<file path="config.mk">
export PLATFORM = sky130hd
export DESIGN_NAME = media_access_gate
export DESIGN_NICKNAME = d
export VERILOG_FILES = /design/src/rtl/media_gate_pkg.sv /design/src/rtl/media_state_fsm.sv /design/src/rtl/media_rand_lfsr.sv /design/src/rtl/media_data_gate.sv /design/src/rtl/media_cmd_filter.sv /design/src/rtl/media_access_gate.sv
export SDC_FILE = /design/constraint.sdc
export NUM_CORES = 1
export LEC_CHECK = 0
export BUFFER_PORTS_ARGS = -buffer_cell sky130_fd_sc_hd__buf_4
export CORE_MARGIN = 1
export CORE_UTILIZATION = 50
export CTS_CLUSTER_SIZE = 40
export DETAILED_ROUTE_END_ITERATION = 8
export HOLD_SLACK_MARGIN = 0.05
export PLACE_DENSITY = 0.82
export RECOVER_POWER = 100
export SETUP_SLACK_MARGIN = 0.4
export SLEW_MARGIN = 20
export SYNTH_ARGS = -nofsm -noshare
export SYNTH_HDL_FRONTEND = slang
export SYNTH_SLANG_ARGS = --single-unit
</file>
<file path="constraint.sdc">
create_clock -name clk -period 1.46 [get_ports clk]
set_input_delay 0.292 -clock clk [delete_from_list [all_inputs] [get_ports clk]]
set_output_delay 0.292 -clock clk [all_outputs]
set_load 0.02 [all_outputs]
</file>
<file path="src/rtl/media_gate_pkg.sv">
`timescale 1ns/1ps
package media_gate_pkg;

    // Media state encoding, placed in status bits [3:2]
    typedef enum logic [1:0] {
        MS_NOT_READY = 2'b00,
        MS_READY     = 2'b01,
        MS_DISABLED  = 2'b11
    } media_state_e;

    // Decoded request, disable has priority
    typedef enum logic [1:0] {
        REQ_NONE    = 2'b00,
        REQ_ENABLE  = 2'b01,
        REQ_DISABLE = 2'b10
    } media_req_e;

    localparam int STATUS_W     = 8;
    localparam int MEDIA_LSB    = 2;
    localparam int MBOX_RDY_BIT = 4;
    localparam int LFSR_W       = 32;

endpackage

</file>
<file path="src/rtl/media_state_fsm.sv">
`timescale 1ns/1ps
module media_state_fsm
    import media_gate_pkg::*;
(
    input  logic                clk,
    input  logic                rst_n,
    input  logic                en_req,
    input  logic                dis_req,
    output media_state_e        state,
    output logic [STATUS_W-1:0] status_word
);

    media_state_e state_q;
    media_state_e state_d;
    media_req_e   req;
    logic         mbox_rdy_q;

    // Request decode: disable outranks enable
    always_comb begin
        if (dis_req)      req = REQ_DISABLE;
        else if (en_req)  req = REQ_ENABLE;
        else              req = REQ_NONE;
    end

    // Transitions BRING_UP, SHUT_EARLY, TAKE_DOWN, RESTORE
    always_comb begin
        state_d = state_q;
        unique case (state_q)
            MS_NOT_READY: begin
                if (req == REQ_DISABLE)     state_d = MS_DISABLED;
                else if (req == REQ_ENABLE) state_d = MS_READY;
            end
            MS_READY: begin
                if (req == REQ_DISABLE)     state_d = MS_DISABLED;
            end
            MS_DISABLED: begin
                if (req == REQ_ENABLE)      state_d = MS_READY;
            end
            default: state_d = MS_NOT_READY;
        endcase
    end

    // State register; a real change of state also raises mailbox ready
    always_ff @(posedge clk or negedge rst_n) begin
        if (!rst_n) begin
            state_q    <= MS_NOT_READY;
            mbox_rdy_q <= 1'b0;
        end else begin
            state_q <= state_d;
            if (state_d != state_q) mbox_rdy_q <= 1'b1;
        end
    end

    // Outputs
    always_comb begin
        state                         = state_q;
        status_word                   = '0;
        status_word[MEDIA_LSB +: 2]   = state_q;
        status_word[MBOX_RDY_BIT]     = mbox_rdy_q;
    end

endmodule

</file>
<file path="src/rtl/media_rand_lfsr.sv">
`timescale 1ns/1ps
module media_rand_lfsr
    import media_gate_pkg::*;
#(
    parameter int                OUT_W = 32,
    parameter logic [LFSR_W-1:0] SEED  = 32'h1D5B_2C97
) (
    input  logic             clk,
    input  logic             rst_n,
    input  logic             adv,
    output logic [OUT_W-1:0] value
);

    localparam int REPS = (OUT_W + LFSR_W - 1) / LFSR_W;

    logic [LFSR_W-1:0]      sreg;
    logic                   fb;
    logic [REPS*LFSR_W-1:0] wide;

    // Taps 32,22,2,1 give a maximal-length sequence
    assign fb = sreg[31] ^ sreg[21] ^ sreg[1] ^ sreg[0];

    always_ff @(posedge clk or negedge rst_n) begin
        if (!rst_n)   sreg <= SEED;
        else if (adv) sreg <= {sreg[LFSR_W-2:0], fb};
    end

    // Widen or narrow the word to the data width
    generate
        for (genvar k = 0; k < REPS; k++) begin : g_rep
            assign wide[k*LFSR_W +: LFSR_W] = sreg;
        end
    endgenerate

    assign value = wide[OUT_W-1:0];

endmodule

</file>
<file path="src/rtl/media_data_gate.sv">
`timescale 1ns/1ps
module media_data_gate
    import media_gate_pkg::*;
#(
    parameter int DATA_W = 32
) (
    input  logic              clk,
    input  logic              rst_n,
    input  media_state_e      state,
    input  logic              rd_req,
    input  logic              wr_req,
    input  logic [DATA_W-1:0] media_rdata,
    input  logic [DATA_W-1:0] rand_word,
    output logic              media_rd_en,
    output logic              media_wr_en,
    output logic              rd_valid,
    output logic [DATA_W-1:0] rd_data,
    output logic              wr_ack
);

    logic              live;
    logic [DATA_W-1:0] rd_sel;

    assign live        = (state == MS_READY);
    assign media_rd_en = rd_req && live;
    assign media_wr_en = wr_req && live;

    // Read source per state
    always_comb begin
        unique case (state)
            MS_READY:    rd_sel = media_rdata;
            MS_DISABLED: rd_sel = rand_word;
            default:     rd_sel = '0;
        endcase
    end

    // Completions are returned for every access, whatever the state
    always_ff @(posedge clk or negedge rst_n) begin
        if (!rst_n) begin
            rd_valid <= 1'b0;
            wr_ack   <= 1'b0;
            rd_data  <= '0;
        end else begin
            rd_valid <= rd_req;
            wr_ack   <= wr_req;
            if (rd_req) rd_data <= rd_sel;
        end
    end

endmodule

</file>
<file path="src/rtl/media_cmd_filter.sv">
`timescale 1ns/1ps
module media_cmd_filter #(
    parameter int                      CLS_W      = 4,
    parameter int                      RC_W       = 16,
    parameter logic [(1<<CLS_W)-1:0]   GATED_MASK = 16'h01FE,
    parameter logic [RC_W-1:0]         REJ_CODE   = 16'h0024
) (
    input  logic             clk,
    input  logic             rst_n,
    input  logic             cmd_valid,
    input  logic [CLS_W-1:0] cmd_class,
    input  logic             media_off,
    output logic             cmd_reject,
    output logic             cmd_pass,
    output logic [RC_W-1:0]  cmd_rc
);

    localparam int NCLS = 1 << CLS_W;

    logic [NCLS-1:0] class_hit;
    logic            blocked;

    generate
        for (genvar c = 0; c < NCLS; c++) begin : g_cls
            assign class_hit[c] = GATED_MASK[c] && (cmd_class == CLS_W'(c));
        end
    endgenerate

    assign blocked = cmd_valid && media_off && (|class_hit);

    always_ff @(posedge clk or negedge rst_n) begin
        if (!rst_n) begin
            cmd_reject <= 1'b0;
            cmd_pass   <= 1'b0;
            cmd_rc     <= '0;
        end else begin
            cmd_reject <= blocked;
            cmd_pass   <= cmd_valid && !blocked;
            cmd_rc     <= blocked ? REJ_CODE : '0;
        end
    end

endmodule

</file>
<file path="src/rtl/media_access_gate.sv">
`timescale 1ns/1ps
module media_access_gate
    import media_gate_pkg::*;
#(
    parameter int                    DATA_W     = 32,
    parameter int                    CLS_W      = 4,
    parameter int                    RC_W       = 16,
    parameter logic [(1<<CLS_W)-1:0] GATED_MASK = 16'h01FE,
    parameter logic [RC_W-1:0]       REJ_CODE   = 16'h0024,
    parameter logic [LFSR_W-1:0]     LFSR_SEED  = 32'h1D5B_2C97
) (
    input  logic              clk,
    input  logic              rst_n,
    input  logic              en_req,
    input  logic              dis_req,
    output logic [7:0]        dev_status,
    input  logic              rd_req,
    input  logic [DATA_W-1:0] media_rdata,
    output logic              media_rd_en,
    output logic              rd_valid,
    output logic [DATA_W-1:0] rd_data,
    input  logic              wr_req,
    output logic              media_wr_en,
    output logic              wr_ack,
    input  logic              cmd_valid,
    input  logic [CLS_W-1:0]  cmd_class,
    output logic              cmd_reject,
    output logic              cmd_pass,
    output logic [RC_W-1:0]   cmd_rc
);

    media_state_e      state;
    logic [DATA_W-1:0] rand_word;

    media_state_fsm u_fsm (
        .clk         (clk),
        .rst_n       (rst_n),
        .en_req      (en_req),
        .dis_req     (dis_req),
        .state       (state),
        .status_word (dev_status)
    );

    media_rand_lfsr #(
        .OUT_W (DATA_W),
        .SEED  (LFSR_SEED)
    ) u_rand (
        .clk   (clk),
        .rst_n (rst_n),
        .adv   (rd_req),
        .value (rand_word)
    );

    media_data_gate #(
        .DATA_W (DATA_W)
    ) u_data (
        .clk         (clk),
        .rst_n       (rst_n),
        .state       (state),
        .rd_req      (rd_req),
        .wr_req      (wr_req),
        .media_rdata (media_rdata),
        .rand_word   (rand_word),
        .media_rd_en (media_rd_en),
        .media_wr_en (media_wr_en),
        .rd_valid    (rd_valid),
        .rd_data     (rd_data),
        .wr_ack      (wr_ack)
    );

    media_cmd_filter #(
        .CLS_W      (CLS_W),
        .RC_W       (RC_W),
        .GATED_MASK (GATED_MASK),
        .REJ_CODE   (REJ_CODE)
    ) u_cmd (
        .clk        (clk),
        .rst_n      (rst_n),
        .cmd_valid  (cmd_valid),
        .cmd_class  (cmd_class),
        .media_off  (state == MS_DISABLED),
        .cmd_reject (cmd_reject),
        .cmd_pass   (cmd_pass),
        .cmd_rc     (cmd_rc)
    );

endmodule

</file>
* After elaboration in Yosys (flattened, before gate mapping)
Index checks and enable logic that the tools add are counted.
Word-level totals: bits in registers 77, bits in latches 0, bits in writable memories 0, ROM bits 0, bits of input ports 43, output and inout bits 62, word-level logic and storage cells 41, memories 0
Cells by class: $add $sub $neg 0, $mul 0, div/mod/pow operators 0, $lt $le $gt $ge 0, equal/unequal tests 13, shift operators 0, mux-type cells 8, bitwise logic cells 3, reduce and logical (&&, ||, !) cells 8
Operators with widths (number):
- 32-bit one-hot mux with 2 select lines | 1
- 4-bit by 3-bit == test with 1-bit output, second input constant | 4
- 4-bit by 2-bit == test with 1-bit output, second input constant | 2
- 2-bit 2-to-1 mux | 4
- 8-bit OR reduction | 1
- 6-bit 2-to-1 mux | 1
- 2-bit one-hot mux with 3 select lines | 1
- 1-bit logical AND | 5
- 2-bit by 1-bit == test with 1-bit output, second input constant | 2
- 2-bit == test, second input constant | 2
- 4-bit by 1-bit == test with 1-bit output, second input constant | 1
- 4-bit == test, second input constant | 1
- 1-bit bitwise XOR | 3
- 2-bit zero test | 1
- 2-bit inequality test | 1
- 1-bit zero test | 1
- 1-bit 2-to-1 mux | 1

* Depth between registers and ports, before layout
Gate-level depths: netlist (run 1).
depth after elaboration 7, gate-level depth with buffers 5, depth with buffers taken out 3

* Hierarchy
A second synthesis (run 1) with hierarchy kept.
Unflattened totals: cell total of the unflattened synthesis 264, area, all modules 3430.8 um2
Modules (own cells, without submodules):
- media_data_gate | times used 1, cells each 144, area an instance 1635.3 um2, seq. area each 850.8 um2
- media_rand_lfsr | times used 1, cells each 73, area an instance 1386.3 um2, seq. area each 822.0 um2
- media_cmd_filter | times used 1, cells each 24, area an instance 211.5 um2, seq. area each 50.0 um2
- media_state_fsm | times used 1, cells each 22, area an instance 191.4 um2, seq. area each 75.1 um2
- media_access_gate | times used 1, cells each 1, area an instance 6.3 um2, seq. area each 0.0 um2

* Worst setup path after synthesis (run 1)
Ideal clock, no wire load.
path kind register to output, start register u_fsm.state_q[1] (netlist: u_fsm.state[1]), end output media_rd_en, data arrival time 1415 ps, required time 1168 ps, slack -247 ps, stages on the path, launching flop included 5, buffers on the path 3, cell sequence dfrtp_1 buf_4 buf_6 buf_6 nor3b_1
On the way: cells in the longest elaborated chain, start to end 2
RTL lines:
- from (decl) | line media_state_fsm.sv:13 | media_state_e state_q;
- from (signal assigned) | line media_state_fsm.sv:49 | state_q <= state_d;
- 2-bit by 1-bit == test with 1-bit output | line media_data_gate.sv:24 | assign live = (state == MS_READY);
- 1-bit logical AND | line media_data_gate.sv:25 | assign media_rd_en = rd_req && live;
- to (decl) | line media_access_gate.sv:19 | output logic media_rd_en,
Every way passes these cells.

* Worst setup path after layout (run 1)
Same ends and word-level chain as after synthesis.

==> summary.txt, run 1 <==
Outcome
  – Status: finished with violations
  – Violated checks: setup timing

Synthesis
  – Post-synth ARST share: 100%
  – Synthesis Warnings: 0
  – Mean post-synth cell area: 12.2 µm²
  – Synth Instances: 262
  – Yosys cell types: 25
  – Sequential area share after synthesis: 56.2%
  – Top FF cell, synth: dfrtp_1
  – Number of enable flip-flop cells after synthesis: 0
  – Post-synth design cell area: 0.00320 mm²
  – Yosys reg bits: 71

Worst setup path
  – CP Max Fanout: 5
  – Worst endpoint required time: 1170 ps
  – Largest stage delay on the critical path: 470 ps
  – Slowest cell on crit path: dfrtp_2
  – Setup crit start kind: flip-flop
  – Worst-path cell chain: nor3b_4, buf_6
  – Data arrival, critical path: 1200 ps
  – Critical path class: flip-flop to output pin
  – Cell family with most CP delay: flip-flops
  – Bufs and invs on worst path: 1
  – CP endpoint kind: output pin

Timing
  – Fin. max-slew vios: 0
  – Max Clk Rate: 672 MHz
  – Final Skew: 7.70 ps
  – Final period utilization: 102%
  – Final setup margin: -27.1 ps
  – # setup viols final: 1
  – Final Hold Fails: 0
  – Slew margin rel.: 63.3%
  – Tmin final: 1490 ps
  – Final setup TNS: -27.1 ps
  – RSZ-0062 raised after global routing: true
  – Pin slew with the least headroom to its limit: 551 ps

CTS
  – Clk slew on worst S/H paths: 70 ps
  – Clk_lat worst skew: 340 ps
  – Total CTS buffers: 9
  – Clock tree from TritonCTS: built
  – Max Root-Sink Buffers: 2
  – CTS Sinks: 71
  – H-Tree Depth: 3
  – CTS Root Cell: clkbuf_8

Die
  – Die area: 0.00672 mm²
  – Starting Density: 52.8%
  – I/O pins: 105
  – Die X: 82.0 µm
  – Rows: 28
  – Die extent in y: 82.0 µm
  – Core ar.: 0.00606 mm²

Route
  – Avg Vias per Cell: 5.07
  – Final wirelength: 7340 µm
  – Via count: 2352
  – Antenna-violating nets left: 0
  – Mean routed wirelength per cell: 15.8 µm
  – DRC viols: 0
  – DRC violation total after the first TritonRoute iteration: 110
  – Pre-antenna DRT Iters: 4

Pwr
  – Power Dens Cells: 1290 mW/mm²
  – Sequential Power Share: 46.3%
  – Clk pwr share: 25.1%
  – Switching share of power: 30.0%
  – Gate power share: 28.6%
  – Internal: 4100 µW
  – P_sw: 1750 µW
  – Maximum VDD drop: 779 µV
  – Pleak: 0.00233 µW

Run
  – Max_cap viols: 0

Cells and area
  – Layout area overhead: 42.2%
  – Design area: 0.00455 mm²
  – Share of layout cells above drive strength 1: 49.6%
  – # diodes: 0
  – Filler Cell Count: 394
  – FF/Latch Area: 0.00180 mm²
  – Area of the multi-input gates: 0.00114 mm²
  – Fin nets: 427

Global route
  – Antenna violations before repair: 0
  – Total grt overflow: 0
  – First-pass GRT wire length: 11200 µm
  – Largest net degree at the start of global routing: 37
  – Vias in the first global route: 2318
  – GRT Total Usage: 23.0%

Min path
  – Hold Crit Class: input pin to flip-flop

Place
  – Hpwl dp: 4540 µm
  – # port buffers: 85
  – Gpl congestion: 0.725
  – Placed cell area: 0.00389 mm²
## final timing paths
path	from	end	slack (ps)	depth (start not counted)
setup / recovery	u_fsm.state[1]	media_rd_en	-30	2
hold / removal	wr_req	u_data.wr_ack	90	1
setup reg to reg	u_fsm.state[1]	u_data.rd_data[0]	20	6
hold reg to reg	u_rand.value[25]	u_rand.value[26]	530	1
max in group asynchronous	rst_n	u_rand.value[2]	190	3
min in group asynchronous	rst_n	u_data.rd_data[15]	420	2
## metal layers
layer | routed length [µm] | GRT usage, %
met1 | 3010 | 27.5
met2 | 3720 | 38.3
met3 | 419 | 5.11
met4 | 181 | 13.0
met5 | 0 | 0
## placed cells by master, fill, tap and decap left out, types with 2 or more instances in the layout
master and count:
nand2_1 3, dfrtp_1 53, buf_12 3, clkbuf_2 3, clkbuf_8 12, mux2_2 27, buf_6 45, xor2_1 2
nor2_1 3, conb_1 19, nor3b_4 2, inv_1 34, dfstp_2 16, mux2i_1 33, o22ai_1 31, buf_4 72
clkbuf_1 5, mux2_1 3
## cells by family (layout without fill, tap and decap cells)
group / after synthesis / in the layout / synth area share (%)
buffers and inverters: 72 / 181 / 12.4
multiplexers: 64 / 64 / 21.2
AO/OA/AOI/OAI: 37 / 37 / 7.16
AND/OR/NAND/NOR: 15 / 15 / 2.42
flip-flops: 71 / 71 / 56.2
other: 1 / 19 / 0.117
XOR/XNOR: 2 / 2 / 0.548
## stage by stage
stage	power [µW]	std cells	hold WS, ps	setup WS, ps	util [%]
finish	5860	464	91.3	-27.1	75.1
floorplan	3530	280	-3.59	25.7	-
detailed placement	4070	415	171	209	64.1
CTS	5780	448	59.5	-32.2	72.6
global placement	4000	415	174	254	64.1
global route	6130	464	84.7	-62.5	75.1
## cell type report
type / count / area share (%)
clock buffer: 14 / 3.79
clock inverter: 2 / 0.302
inverter: 35 / 2.89
multi-input combinational: 137 / 25.0
sequential: 71 / 39.5
tap: 75 / 2.06
timing repair buffer: 130 / 26.5
## power groups by stage
stage               Sequential (µW)  Combinational (µW)  Clock, µW
floorplan                      2850                 680          0
global placement               2700                1310          0
detailed placement             2710                1350          0
CTS                            2700                1590       1490
global route                   2750                1800       1570
finish                         2710                1670       1470
## cell usage after synthesis, types with 2 or more instances
cell type   n  area share, %
mux2_1      3            1.1
buf_4      25            5.9
dfrtp_1    54             42
buf_2       7            1.1
o22ai_1    32            6.3
nand2_1     4           0.47
a21oi_1     2           0.31
nor3b_1     2           0.47
buf_6       3            1.1
mux2_2     27            9.5
mux2i_1    34             11
inv_1      35            4.1
nor2_1      3           0.35
dfstp_2    17             14
xor2_1      2           0.55
clkbuf_1    2           0.23
o21ai_0     2           0.31
## sequential cells by signal, indices dropped and copies added, names as in the netlist
| name | flops |
|---|---|
| u_cmd.cmd_pass | 1 |
| u_cmd.cmd_rc | 1 |
| u_data.rd_data | 32 |
| u_data.rd_valid | 1 |
| u_data.wr_ack | 1 |
| u_fsm.mbox_rdy_q | 1 |
| u_fsm.state | 2 |
| u_rand.value | 32 |
## repair_timing
action / in CTS / in global routing
hold endpoints to repair: 16 / 0
resized for setup: 47 / 12
hold buffers: 1 / 0
pin swaps: 3 / 8
buffers inserted: 15 / 15
gates cloned: 1 / 1
endpoints found under the setup margin: 80 / 81
No activity file was read; power rests on OpenSTA's default activity.
==> inputs of run 2 (changes only) <==
CORE_UTILIZATION = 35   (was 50)
PLACE_DENSITY = default   (was 0.82)
==> summary.txt, run 2 (synthesized netlist as in run 1, its figures left out) <==
Die
  – I/O pins: 105 (unchanged)
  – Starting Density: 36.3% (-16 points)
  – Core ar.: 0.00881 mm² (+45%)
  – Die area: 0.00953 mm² (+42%)
  – Die extent in y: 97.6 µm (+19%)
  – Die X: 97.6 µm (+19%)
  – Rows: 34 (+21%)

Place
  – Gpl congestion: 0.715 (-1.4%)
  – Hpwl dp: 4250 µm (-6.3%)
  – Placed Cells: 444 (+7.0%)
  – # port buffers: 85 (unchanged)
  – Place WS: 259 ps (+49.9 ps)

Worst setup path
  – Setup crit start kind: flip-flop
  – Slowest cell on crit path: dfrtp_2
  – CP endpoint kind: output pin
  – Data arrival, critical path: 1150 ps (-50 ps)
  – Worst-path cell chain: nor3b_4, buf_6
  – Worst endpoint required time: 1170 ps (about the same)
  – CP Max Fanout: 5 (unchanged)
  – Critical path class: flip-flop to output pin
  – Largest stage delay on the critical path: 460 ps (about the same)

Global route
  – Antenna violations before repair: 0 (unchanged)
  – Largest net degree at the start of global routing: 42 (+14%)
  – First-pass GRT wire length: 10900 µm (-2.8%)
  – Total grt overflow: 0 (unchanged)
  – GRT Total Usage: 14.6% (-8.4 points)
  – Vias in the first global route: 2245 (-3.1%)

Route
  – DRC violation total after the first TritonRoute iteration: 82 (-25%)
  – Avg Vias per Cell: 4.59 (-9.4%)
  – Final wirelength: 7210 µm (-1.7%)
  – Pre-antenna DRT Iters: 7 (+3)
  – Antenna-violating nets left: 0 (unchanged)
  – DRC viols: 14 (+14)
  – Mean routed wirelength per cell: 14.6 µm (-7.5%)
  – Via count: 2265 (-3.7%)

Run
  – Max_cap viols: 0 (unchanged)

CTS
  – CTS Root Cell: clkbuf_8
  – CTS Sinks: 71 (unchanged)
  – Clk_lat worst skew: 340 ps (about the same)
  – Total CTS buffers: 9 (unchanged)
  – H-Tree Depth: 3 (unchanged)
  – Clk slew on worst S/H paths: 80 ps (about the same)
  – Max Root-Sink Buffers: 2 (unchanged)
  – Clock tree from TritonCTS: built

Pwr
  – Sequential Power Share: 45.8% (-0.5 points)
  – Pwr Total: 5890 µW (+0.60%)
  – Pleak: 0.00234 µW (+0.45%)
  – Gate power share: 29.3% (+0.7 points)
  – Maximum VDD drop: 453 µV (-42%)
  – Switching share of power: 30.6% (+0.63 points)
  – P_sw: 1800 µW (+2.7%)
  – Internal: 4090 µW (-0.31%)
  – Clk pwr share: 24.9% (-0.2 points)
  – Power Dens Cells: 1260 mW/mm² (-2.1%)

Cells and area
  – Share of layout cells above drive strength 1: 50.9% (+1.3 points)
  – Most common cell after layout, fill and taps aside: buf_4
  – # diodes: 0 (unchanged)
  – Layout area overhead: 46.1%
  – Most frequent cells in the layout: buf_4, dfrtp_1, buf_6, inv_1, mux2i_1
  – Fin cells: 493 (+6.3%)
  – Fin nets: 423 (-0.94%)

Timing
  – Final period utilization: 98.5% (-3.3 points)
  – Slew margin rel.: 45.3% (-18 points)
  – Final Hold Fails: 0 (unchanged)
  – Final setup TNS: 0 ps (+27.1 ps)
  – Tmin final: 1440 ps (-48.6 ps)
  – Fin. max-slew vios: 0 (unchanged)
  – Hold WS: 179 ps (+87.7 ps)
  – Pin slew with the least headroom to its limit: 820 ps (+269 ps)
  – # setup viols final: 0 (-1)
  – Final Skew: 9.43 ps (+1.74 ps)
  – RSZ-0062 raised after global routing: true
  – Max Clk Rate: 695 MHz (+3.4%)
  – Final setup margin: 21.5 ps (+48.6 ps)

Outcome
  – Violated checks: DRC
  – Status: finished with violations

Min path
  – Hold Crit Class: input pin to flip-flop
==> run 2: changes by cell type in the layout (fill, tap and decap cells not counted), sizes merged <==
| cell | before | now |
|---|---|---|
| buf | 121 | 116 |
| bufbuf | 0 | 1 |
| clkinvlp | 0 | 3 |
| dlygate4sd3 | 1 | 2 |
| clkbuf | 22 | 18 |
==> run 2: path summary, 6_finish.rpt <==
kind	startpoint	to	slack (ps)	cells after the start
max	u_fsm.state[1]	media_rd_en	20	2
min	cmd_valid	u_cmd.cmd_pass	180	2
max reg2reg	u_fsm.state[1]	u_data.rd_data[31]	190	4
min reg2reg	u_fsm.mbox_rdy_q	u_fsm.mbox_rdy_q	500	1
max in group asynchronous	rst_n	u_rand.value[0]	120	3
min in group asynchronous	rst_n	u_data.rd_data[25]	570	2
==> run 2: worst max-delay path, delay by kind of cell, from the launching register on <==
kind	cells	cell delay, ps
AND/OR/NAND/NOR	1	200
flip-flops	1	460
buffers and inverters	1	140
==> run 2: cell type report <==
class	count	area [µm²]
clock buffer	11	151
tap	108	135
inverter	35	131
timing repair buffer	126	1230
multi-input combinational	137	1190
sequential	71	1800
fill	773	4130
clock inverter	5	32.5
==> run 2: routing by layer <==
layer	vias to the layer above	routed length, µm	share of wire, %	track usage, %
met3	11	294	4.1	3.60
li1	1083	-	-	-
met1	1105	3330	46	20.1
met4	0	110	1.5	6.99
met2	66	3480	48	21.5
met5	-	0	0	0
==> run 2: repair_timing <==
| action | 4_1_cts | 5_1_grt |
|---|---|---|
| hold endpoints to repair | 21 | 1 |
| cloned | 1 | 3 |
| setup endpoints to repair | 79 | 91 |
| pin swaps | 3 | 4 |
| buffers inserted | 12 | 15 |
| hold buffers | 1 | 1 |
| resized for setup | 46 | 21 |
==> run 2: per-stage QoR <==
step,area [µm²],util [%]
after floorplan,3300,-
after global placement,3920,44.5
after detailed placement,3920,44.5
after CTS,4410,50.0
after global routing,4680,53.1
final,4680,53.1
==> run 2: power groups by stage <==
stage	clock network [µW]	registers [µW]	logic (µW)
final	1470	2690	1730
after global routing	1620	2740	1850
after CTS	1520	2700	1560
after detailed placement	0	2710	1350
after global placement	0	2700	1330
after floorplan	0	2850	680
==> inputs of run 3 (changes only) <==
ABC_AREA = 1   (was default)
CORE_UTILIZATION = 50   (was 35)
PLACE_DENSITY = 0.79   (was default)
==> summary.txt, run 3 <==
Cells and area
  – Layout area overhead: 44.9%
  – Most frequent cells in the layout: nand2_1, buf_4, dfrtp_1, buf_6, o211ai_2
  – Filler Cell Count: 440 (-43%)
  – FF/Latch Area: 0.00180 mm² (about the same)
  – # diodes: 0 (unchanged)
  – Area of the multi-input gates: 0.00127 mm² (+6.5%)
  – Fin cells: 535 (+8.5%)
  – Share of layout cells above drive strength 1: 46.5% (-4.4 points)
  – Util after Layout: 76.9% (+24 points)
  – Most common cell after layout, fill and taps aside: nand2_1
  – Fin nets: 498 (+18%)

Min path
  – Min-Delay Path Depth: 1 (-1)
  – Hold Crit Class: input pin to flip-flop

Pwr
  – Sequential Power Share: 46.2% (+0.4 points)
  – Gate power share: 28.7% (-0.6 points)
  – Maximum VDD drop: 688 µV (+52%)
  – Switching share of power: 31.3% (+0.71 points)
  – Pleak: 0.00242 µW (+3.6%)
  – Clk pwr share: 25.1% (+0.2 points)
  – Power Dens Cells: 1210 mW/mm² (-3.8%)
  – Internal: 3900 µW (-4.5%)
  – P_sw: 1780 µW (-1.3%)

CTS
  – Clk_lat worst skew: 340 ps (about the same)
  – Total CTS buffers: 9 (unchanged)
  – CTS Sinks: 71 (unchanged)
  – H-Tree Depth: 3 (unchanged)
  – Clock tree from TritonCTS: built
  – Max Root-Sink Buffers: 2 (unchanged)
  – Clk slew on worst S/H paths: 80 ps (about the same)
  – CTS Root Cell: clkbuf_8

Worst setup path
  – Reg2reg path depth: 6 (+2)
  – CP Max Fanout: 2 (-3)
  – Critical path class: flip-flop to output pin
  – Largest stage delay on the critical path: 410 ps (-50 ps)
  – Worst endpoint required time: 1170 ps (about the same)
  – Slowest cell on crit path: dfrtp_2
  – Setup crit start kind: flip-flop
  – Data arrival, critical path: 1130 ps (-20 ps)
  – Worst-path cell chain: inv_2, nand2_4, nor2_4, buf_6
  – CP endpoint kind: output pin

Synthesis
  – Mean post-synth cell area: 9.61 µm² (-21%)
  – Synth top area cells: dfrtp_1, nand2_1, dfstp_2, o211ai_2, buf_4
  – Top FF cell, synth: dfrtp_1
  – Most frequent cells after synthesis: nand2_1, dfrtp_1, o211ai_2
  – Number of enable flip-flop cells after synthesis: 0 (unchanged)
  – Cell taking the most area after synthesis: dfrtp_1
  – Yosys cell types: 24 (-4.0%)
  – Synth Instances: 337 (+29%)
  – Synthesis Warnings: 0 (unchanged)
  – Post-synth design cell area: 0.00324 mm² (+1.2%)
  – Sequential area share after synthesis: 55.5% (-0.67 points)
  – Top cell type's share of synthesized area: 41.7% (-0.51 points)
  – Yosys reg bits: 71 (unchanged)
  – Post-synth ARST share: 100% (unchanged)
  – Most common cell in the synthesized netlist: nand2_1

Die
  – Starting Density: 53.1% (+17 points)
  – Core ar.: 0.00610 mm² (-31%)
  – Die X: 82.5 µm (-16%)
  – Die extent in y: 82.5 µm (-16%)
  – Die area: 0.00680 mm² (-29%)
  – I/O pins: 105 (unchanged)
  – Rows: 28 (-18%)

Route
  – DRC violation total after the first TritonRoute iteration: 104 (+27%)
  – Final wirelength: 7900 µm (+9.5%)
  – Via count: 2704 (+19%)
  – Mean routed wirelength per cell: 14.8 µm (+0.93%)
  – DRC viols: 0 (-14)
  – Pre-antenna DRT Iters: 5 (-2)
  – Antenna-violating nets left: 0 (unchanged)
  – Avg Vias per Cell: 5.05 (+10%)

Global route
  – Vias in the first global route: 2476 (+10%)
  – First-pass GRT wire length: 11400 µm (+5.1%)
  – Largest net degree at the start of global routing: 72 (+71%)
  – Antenna violations before repair: 0 (unchanged)
  – GRT Total Usage: 23.1% (+8.5 points)
  – Total grt overflow: 0 (unchanged)

Place
  – Placed Cells: 486 (+9.5%)
  – Hpwl dp: 4340 µm (+2.2%)
  – Gpl congestion: 0.758 (+6.0%)
  – # port buffers: 85 (unchanged)

Run
  – Max_cap viols: 0 (unchanged)

Timing
  – Slew margin rel.: 59.4% (+14 points)
  – Final Hold Fails: 0 (unchanged)
  – Tmin final: 1420 ps (-19.4 ps)
  – Final period utilization: 97.2% (-1.3 points)
  – Fin. max-slew vios: 0 (unchanged)
  – # setup viols final: 0 (unchanged)
  – Pin slew with the least headroom to its limit: 610 ps (-211 ps)
  – Hold WS: 67.3 ps (-112 ps)
  – Max Clk Rate: 705 MHz (+1.4%)
  – Final Skew: 10.9 ps (+1.47 ps)
  – RSZ-0062 raised after global routing: true

Outcome
  – Status: finished, final reports clean
[run 3: cell types whose count changed after synthesis, moves of 4 or more]
| cell | before | now |
|---|---|---|
| mux2i_1 | 34 | 0 |
| mux2_2 | 27 | 0 |
| nand3_1 | 0 | 7 |
| inv_1 | 35 | 11 |
| o22ai_1 | 32 | 0 |
| nand2_1 | 4 | 161 |
| o211ai_1 | 0 | 4 |
| o211ai_2 | 0 | 28 |
[run 3: timing repair]
| item | in CTS | in global routing |
|---|---|---|
| pin swaps | 1 | 12 |
| gates resized for setup | 48 | 20 |
| setup buffers | 14 | 12 |
| gates cloned | 3 | 3 |
| endpoints found under the hold margin | 54 | 0 |
| hold buffers | 1 | 0 |
| endpoints found under the setup margin | 75 | 79 |
[run 3: final cells by class]
cell class / instances / area share [%]
multi-input cells: 233 / 27.0
flip-flops and latches: 71 / 38.4
inverters: 13 / 1.20
clock inverters: 3 / 0.373
well taps: 75 / 2.00
repair buffers: 127 / 27.6
clock buffers: 13 / 3.39
[run 3: worst max-delay path: cells and delay by family, from the launching register on]
| family | cells | cell delay, ps |
|---|---|---|
| buffers and inverters | 2 | 210 |
| flip-flops | 1 | 410 |
| AND/OR/NAND/NOR | 2 | 160 |
[run 3: kinds of logic (layout without fill, tap and decap cells)]
group | Yosys count | after routing | synth area share [%]
simple gates | 174 | 174 | 20.9
flops | 71 | 71 | 55.5
buf+inv | 51 | 156 | 10.3
compound gates | 40 | 40 | 13.2
other cells | 1 | 19 | 0.116
[run 3: worst paths after layout]
path	end	from	slack, ps
hold / removal	u_data.wr_ack	wr_req	70
min in group asynchronous	u_data.rd_data[14]	rst_n	500
max in group asynchronous	u_rand.value[28]	rst_n	630
hold reg to reg	u_rand.value[28]	u_rand.value[28]	460
setup reg to reg	u_data.rd_data[0]	u_fsm.state[1]	140
setup / recovery	media_rd_en	u_fsm.state[1]	40
[run 3: per-stage QoR]
step	setup TNS, ps	setup slack, ps	area [µm²]	total power [µW]
after floorplan	0	242	3360	3390
after global placement	0	262	3910	3850
after detailed placement	0	201	3910	3890
after CTS	0	5.23	4480	5560
after global routing	-22.5	-11.5	4690	5960
final	0	40.9	4690	5680
[run 3: power by group through the flow]
stage               Combinational (µW)  Sequential [µW]  Clock (µW)
floorplan                          608             2780           0
global placement                  1240             2610           0
detailed placement                1280             2610           0
CTS                               1510             2610        1430
global route                      1770             2660        1530
finish                            1630             2620        1430
[run 3: metal layers]
metal / wire length (µm) / global-route usage [%] / up-vias
met5: 0 / 0 / -
li1: - / - / 1275
met4: 131 / 8.60 / 0
met3: 412 / 5.60 / 13
met1: 3270 / 28.7 / 1313
met2: 4080 / 39.0 / 103
